--- src/rtl/rxq_pkg.sv ---
package rxq_pkg;

    typedef enum logic [1:0] {
        SEL_HEAD = 2'd0,
        SEL_COMP = 2'd1,
        SEL_ERR  = 2'd2,
        SEL_NONE = 2'd3
    } rxq_sel_e;

    typedef enum logic {
        Q_IDLE = 1'b0,
        Q_RUN  = 1'b1
    } rxq_run_e;

    typedef enum logic {
        I_QUIET = 1'b0,
        I_PEND  = 1'b1
    } rxq_irq_e;

endpackage

--- src/rtl/rxq_host_decode.sv ---
module rxq_host_decode
    import rxq_pkg::*;
#(
    parameter int NQ = 16,
    parameter int QW = $clog2(NQ)
) (
    input  logic            wr_en,
    input  logic [QW+1:0]   addr,
    output logic [NQ-1:0]   head_we,
    output logic [NQ-1:0]   comp_we,
    output logic [NQ-1:0]   err_we
);

    rxq_sel_e        sel;
    logic [QW-1:0]   qidx;

    assign sel  = rxq_sel_e'(addr[1:0]);
    assign qidx = addr[QW+1:2];

    for (genvar q = 0; q < NQ; q++) begin : g_dec
        logic hit;
        assign hit        = wr_en && (qidx == QW'(q));
        assign head_we[q] = hit && (sel == SEL_HEAD);
        assign comp_we[q] = hit && (sel == SEL_COMP);
        assign err_we[q]  = hit && (sel == SEL_ERR);
    end

endmodule

--- src/rtl/rxq_slot.sv ---
module rxq_slot
    import rxq_pkg::*;
#(
    parameter int DW = 32
) (
    input  logic          clk,
    input  logic          rst_n,
    input  logic          head_we,
    input  logic          comp_we,
    input  logic          err_we,
    input  logic [DW-1:0] wdata,
    input  logic          done_vld,
    input  logic [DW-1:0] done_addr,
    input  logic          exh,
    output logic [DW-1:0] head_ptr,
    output logic [DW-1:0] comp_ptr,
    output logic          err_flag,
    output logic          active,
    output logic          irq
);

    rxq_run_e        run_q, run_d;
    rxq_irq_e        irq_q, irq_d;
    logic [DW-1:0]   head_q, head_d;
    logic [DW-1:0]   comp_q, comp_d;
    logic [DW-1:0]   last_q, last_d;
    logic            err_q, err_d;
    logic            bad_wr;

    // head write refused: pointer busy or address not word aligned
    assign bad_wr = head_we && ((head_q != '0) || (wdata[1:0] != 2'b00));

    // state register process
    always_ff @(posedge clk) begin
        if (!rst_n) begin
            run_q  <= Q_IDLE;
            irq_q  <= I_QUIET;
            head_q <= '0;
            comp_q <= '0;
            last_q <= '0;
            err_q  <= 1'b0;
        end else begin
            run_q  <= run_d;
            irq_q  <= irq_d;
            head_q <= head_d;
            comp_q <= comp_d;
            last_q <= last_d;
            err_q  <= err_d;
        end
    end

    // run machine: LOAD (IDLE->RUN), DRAIN (RUN->IDLE); exhaustion has priority
    always_comb begin
        run_d  = run_q;
        head_d = head_q;
        unique case (run_q)
            Q_IDLE: begin
                if (!exh && head_we && !bad_wr && (wdata != '0)) begin
                    head_d = wdata;
                    run_d  = Q_RUN;
                end
            end
            Q_RUN: begin
                if (exh) begin
                    head_d = '0;
                    run_d  = Q_IDLE;
                end
            end
        endcase
    end

    // error flag: set by a refused write, cleared by write-one
    always_comb begin
        err_d = err_q;
        if (bad_wr)
            err_d = 1'b1;
        else if (err_we && wdata[0])
            err_d = 1'b0;
    end

    // interrupt machine: RAISE, REARM, ACK
    always_comb begin
        irq_d  = irq_q;
        last_d = done_vld ? done_addr : last_q;
        comp_d = comp_we ? wdata : comp_q;
        unique case (irq_q)
            I_QUIET: begin
                if (done_vld)
                    irq_d = I_PEND;
            end
            I_PEND: begin
                if (!done_vld && comp_we && (wdata == last_q))
                    irq_d = I_QUIET;
            end
        endcase
    end

    // output process
    always_comb begin
        head_ptr = head_q;
        comp_ptr = comp_q;
        err_flag = err_q;
        active   = (run_q == Q_RUN);
        irq      = (irq_q == I_PEND);
    end

    p_load_r2: assert property (@(posedge clk) disable iff (!rst_n)
        (run_q == Q_IDLE && head_we && wdata != '0 && wdata[1:0] == 2'b00 && !exh)
        |=> (active && head_ptr == $past(wdata)));

    p_busy_keep_r3: assert property (@(posedge clk) disable iff (!rst_n)
        (head_we && head_q != '0 && !exh) |=> ($stable(head_ptr) && err_flag));

    p_misalign_r4: assert property (@(posedge clk) disable iff (!rst_n)
        (head_we && wdata[1:0] != 2'b00) |=> err_flag);

    p_drain_r6: assert property (@(posedge clk) disable iff (!rst_n)
        exh |=> (head_ptr == '0 && !active));

    p_raise_r7: assert property (@(posedge clk) disable iff (!rst_n)
        done_vld |=> (irq && last_q == $past(done_addr)));

    p_hold_r8: assert property (@(posedge clk) disable iff (!rst_n)
        (irq && !(comp_we && wdata == last_q)) |=> irq);

endmodule

--- src/rtl/rxq_desc_tracker.sv ---
module rxq_desc_tracker
    import rxq_pkg::*;
#(
    parameter int NQ = 16,
    parameter int DW = 32,
    localparam int QW = $clog2(NQ),
    localparam int AW = QW + 2
) (
    input  logic          clk,
    input  logic          rst_n,
    input  logic          hst_wr_en,
    input  logic [AW-1:0] hst_addr,
    input  logic [DW-1:0] hst_wdata,
    output logic [DW-1:0] hst_rdata,
    input  logic          dma_done_vld,
    input  logic [QW-1:0] dma_done_q,
    input  logic [DW-1:0] dma_done_addr,
    input  logic          dma_exh_vld,
    input  logic [QW-1:0] dma_exh_q,
    output logic [NQ-1:0] q_active,
    output logic [NQ-1:0] q_irq
);

    logic [NQ-1:0] head_we, comp_we, err_we;
    logic [NQ-1:0] err_vec;
    logic [DW-1:0] head_arr [NQ];
    logic [DW-1:0] comp_arr [NQ];

    rxq_host_decode #(.NQ(NQ), .QW(QW)) u_dec (
        .wr_en   (hst_wr_en),
        .addr    (hst_addr),
        .head_we (head_we),
        .comp_we (comp_we),
        .err_we  (err_we)
    );

    for (genvar q = 0; q < NQ; q++) begin : g_slot
        rxq_slot #(.DW(DW)) u_slot (
            .clk       (clk),
            .rst_n     (rst_n),
            .head_we   (head_we[q]),
            .comp_we   (comp_we[q]),
            .err_we    (err_we[q]),
            .wdata     (hst_wdata),
            .done_vld  (dma_done_vld && (dma_done_q == QW'(q))),
            .done_addr (dma_done_addr),
            .exh       (dma_exh_vld && (dma_exh_q == QW'(q))),
            .head_ptr  (head_arr[q]),
            .comp_ptr  (comp_arr[q]),
            .err_flag  (err_vec[q]),
            .active    (q_active[q]),
            .irq       (q_irq[q])
        );
    end

    // combinational read path
    always_comb begin
        logic [QW-1:0] rq;
        rq        = hst_addr[AW-1:2];
        hst_rdata = '0;
        unique case (rxq_sel_e'(hst_addr[1:0]))
            SEL_HEAD: hst_rdata = head_arr[rq];
            SEL_COMP: hst_rdata = comp_arr[rq];
            SEL_ERR:  hst_rdata = {{(DW-1){1'b0}}, err_vec[rq]};
            SEL_NONE: hst_rdata = '0;
        endcase
    end

    p_done_target_r10: assert property (@(posedge clk) disable iff (!rst_n)
        dma_done_vld |=> q_irq[$past(dma_done_q)]);

    p_exh_target_r10: assert property (@(posedge clk) disable iff (!rst_n)
        dma_exh_vld |=> !q_active[$past(dma_exh_q)]);

endmodule

--- config.mk ---
export PLATFORM = sky130hd
export DESIGN_NAME = rxq_desc_tracker
export DESIGN_NICKNAME = d
export VERILOG_FILES = /design/src/rtl/rxq_pkg.sv /design/src/rtl/rxq_host_decode.sv /design/src/rtl/rxq_slot.sv /design/src/rtl/rxq_desc_tracker.sv
export SDC_FILE = /design/constraint.sdc
export NUM_CORES = 2
export LEC_CHECK = 0
export BUFFER_PORTS_ARGS = -buffer_cell sky130_fd_sc_hd__buf_4
export CORE_AREA = 8 8 364 366
export DETAILED_ROUTE_END_ITERATION = 8
export DIE_AREA = 0 0 372 374
export HOLD_SLACK_MARGIN = 0.03
export PLACE_DENSITY = 0.75
export SKIP_LAST_GASP = 1
export SYNTH_ARGS = -nofsm -noshare
export SYNTH_HDL_FRONTEND = slang
export SYNTH_SLANG_ARGS = --single-unit
--- constraint.sdc ---
create_clock -name clk -period 2.3 [get_ports clk]
set_input_delay 0.345 -clock clk [delete_from_list [all_inputs] [get_ports clk]]
set_output_delay 0.345 -clock clk [all_outputs]
set_load 0.02 [all_outputs]
==> metrics.md <==
| Metric | Value |
|---|---|
| Status | finished, violations left |
| Violated checks | setup timing |
| Initial antenna violation count | 5 |
| Nets | roughly 8,300 |
| Fin Setup TNS | -22.50 ns |
| Largest net degree at the start of global routing | between 100 and 150 |
| Clock slew at reported path FFs | approximately 0.06 ns |
| Most common cell after layout, fill and taps aside | nand2_1 |
| RSZ-0062 raised after global routing | true |
| First-pass GRT wire length | 408,000 µm |
| Ratio of cells with drive above 1 in the final layout | 20.8% |
| Period utilization | 128% |
| Critical path endpoint category | output pin |
| Number of I/O port buffers | between 100 and 150 |
| Finished Cell Area | roughly 87,000 µm² |
| Final core utilization | 68.4% |
| Antenna Violating Nets Remaining | 0 |
| Height of the die | around 370 µm |
| Die W | around 370 µm |
| Worst-Margin Slew | about 1.2 ns |
| Sink Count | about 1,600 |
| Most frequent cells in the layout | nand2_1, dfxtp_1, a21boi_0 |
| Vias in the first global route | just over 60,000 |
| Final setup margin | -0.645 ns |
| Io pins | 147 |
| Cell mode on critical path | mux4_2 |
| GPL Wtd Cong | around 1.0 |
| DR WL/cell | between 20 and 30 µm |
| Total track usage | a little under 40% |
| Syn_nets | 8,088 |
| Startpoint types | flip-flop |
| Inst Count DP | roughly 9,700 |
| Crit path cell chain | mux4_2 > mux4_2 > nand2_2 > nand2_4 > buf_6 |
| Synth cell types | 48 |
| Slew HR | 19.5% |
| Max incr delay on CP | slightly below 0.6 ns |
| Mapped Avg Cell Area | between 8 and 9 µm² |
| Detailed Route WL | between 200,000 and 300,000 µm |
| Worst Path Arrival | roughly 2.6 ns |
| # DRC | 0 |
| Hold Vio Cnt, Final | 0 |
| GRT Residual Overflow | 0 |
| Core Rows | approximately 130 |
| Worst Hold Class | in2reg |
| Post-synthesis cell count | about 8,000 |
| Syn-to-layout area delta | 21.1% |
| Fin cells | between 10,000 and 15,000 |
| Synthesized cell area | approximately 72,000 µm² |
| Post-synth EDFFs | 0 |
| Cell Pwr Density | just over 700 nW/µm² |
| Sequential-to-total area share from yosys stat | between 40% and 50% |
| First drt pass iteration count | 8 |
| Skew final | 0.0375 ns |
| TritonCTS clock tree | done |
| Slew Limit Fails | 0 |
| Post-synth ARST share | 0% |
| DP Area | roughly 80,000 µm² |
| Max FO, Critical Path | 3 |
| Worst skew pair latency | 0.84 ns |
| Post-synthesis register bit count | roughly 1,600 |
| TritonCTS buffer count | roughly 170 |
| LEAKAGE | roughly 31 nW |
| Initial DRC Count | between 8,000 and 9,000 |
| Hpwl dp | between 150,000 and 200,000 µm |
| Final setup fails | 195 |
| Max Fclk | around 340 MHz |
| Post-route minimum period | just under 3 ns |
| Top_reg_cell synth | dfxtp_1 |
| H-Tree Depth | 4 |
| Die ar. | between 100,000 and 150,000 µm² |
| Required time of the worst setup path | around 2.0 ns |
| DR vias | about 64,000 |
| Maximum VDD drop | between 0.6 and 0.7 mV |
| Initial core utilization | a little under three fifths |
| CP Class | reg2out |
| Worst path slowest cell | mux4_2 |
| Hold slack | roughly 0.088 ns |
| Clock Path Buffers | 3 |
| Synth warn | 0 |
| Via density | 6.37 |
| Max Cap Violations | 0 |
| Root Driver | clkbuf_16 |
| Core area | 127,000 µm² |
## through the flow
stage               worst slack [ns]  total power [mW]
floorplan                    -0.0383              30.9
global placement              -0.602              33.2
detailed placement            -0.597              33.3
CTS                           -0.646              61.3
global route                  -0.675              62.8
finish                        -0.645              61.5
## logic make-up (layout without fill, tap and decap cells)
| kind of cell | count (synthesis) | in the layout | synth area share, % |
|---|---|---|---|
| other cells | 0 | 2 | 0 |
| mux | 385 | 385 | 10.1 |
| xor+xnor | 512 | 512 | 6.26 |
| compound gates | 1681 | 1681 | 16.7 |
| buf+inv | 790 | 1178 | 4.77 |
| simple gates | 3053 | 3053 | 17.9 |
| flops | 1584 | 1584 | 44.3 |
## critical path, delay by kind of cell, from the launching register on
kind | cells | cell delay (ns)
buffers and inverters | 1 | 0.15
muxes | 2 | 1.11
DFF | 1 | 0.33
and+or+nand+nor | 2 | 0.17
## power breakdown
group          switching (mW)  internal, mW  total [mW]
Combinational            3.43          1.95        5.38
Sequential              0.125          27.6        27.7
Clock                    12.0          16.5        28.4
## synthesized netlist by cell type, types with 2 or more instances
master,count,area (µm²)
a22oi_1,2,15.0
or3b_1,2,17.5
a22o_1,181,1590
xnor2_1,136,1190
nand3_1,57,285
or3_1,3,18.8
clkbuf_1,553,2080
nor3_2,6,60.1
o21ai_1,20,100
dfxtp_1,1584,31700
or2_2,9,56.3
buf_2,132,661
and2_1,42,263
o311ai_0,3,26.3
o31ai_1,15,113
nor4_1,229,1430
a21boi_0,954,7160
a31oi_1,2,12.5
o21ai_0,330,1650
o41ai_1,16,140
o21a_1,5,37.5
or4_1,12,90.1
buf_4,34,255
a21boi_1,117,878
o22ai_1,31,194
a21oi_1,2,10.0
nand2_1,2446,9180
nor3b_1,3,22.5
mux2_2,62,698
and4_1,5,43.8
xor2_1,376,3290
nand3b_1,6,45.0
nand2b_1,11,68.8
buf_1,50,188
nor2b_1,12,75.1
nor2_1,41,154
mux2i_1,62,621
nand4_1,68,425
o311ai_1,2,17.5
mux4_2,261,5880
buf_6,21,236
and3b_1,12,105
and3_1,25,156
nor3_1,61,305
## metal layers
layer,track usage (%),routed length [µm]
met1,46.9,99200
met2,59.6,124000
met3,8.16,31000
met4,33.6,30500
met5,0,39
## worst paths after layout
kind                                       start                       endpoint  slack (ns)  depth (start not counted)
setup reg to reg  g_slot[15].u_slot.head_ptr[29]  g_slot[15].u_slot.head_ptr[0]       -0.11                          7
setup / recovery   g_slot[14].u_slot.head_ptr[0]                   hst_rdata[0]       -0.64                          5
hold reg to reg    g_slot[6].u_slot.comp_ptr[29]  g_slot[6].u_slot.comp_ptr[29]        0.45                          2
hold / removal                     hst_wdata[31]  g_slot[7].u_slot.comp_ptr[31]        0.09                          4
## timing repair
action,in CTS,in global routing
setup endpoints to repair,255,394
gates resized for setup,328,113
hold buffers,38,0
setup buffers,34,23
endpoints found under the hold margin,545,0
gates cloned,4,10
pin swaps,54,93
## flip-flops by register name (all words and copies together) (netlist names)
name and count:
g_slot.u_slot.head_ptr 512, g_slot.u_slot.err_flag 16, g_slot.u_slot.irq 16, g_slot.u_slot.last_q 512, g_slot.u_slot.comp_ptr 512, g_slot.u_slot.active 16
## area by class of cell
cell class | count | area (µm²)
Antenna cell | 2 | 5.00
Clock buffer | 237 | 4790
Clock inverter | 68 | 1010
Fill cell | 9668 | 40000
Multi-Input combinational cell | 5631 | 38100
Sequential cell | 1584 | 31900
Tap cell | 1662 | 2080
Timing Repair Buffer | 873 | 8740
(Power assumes the default switching activity.)
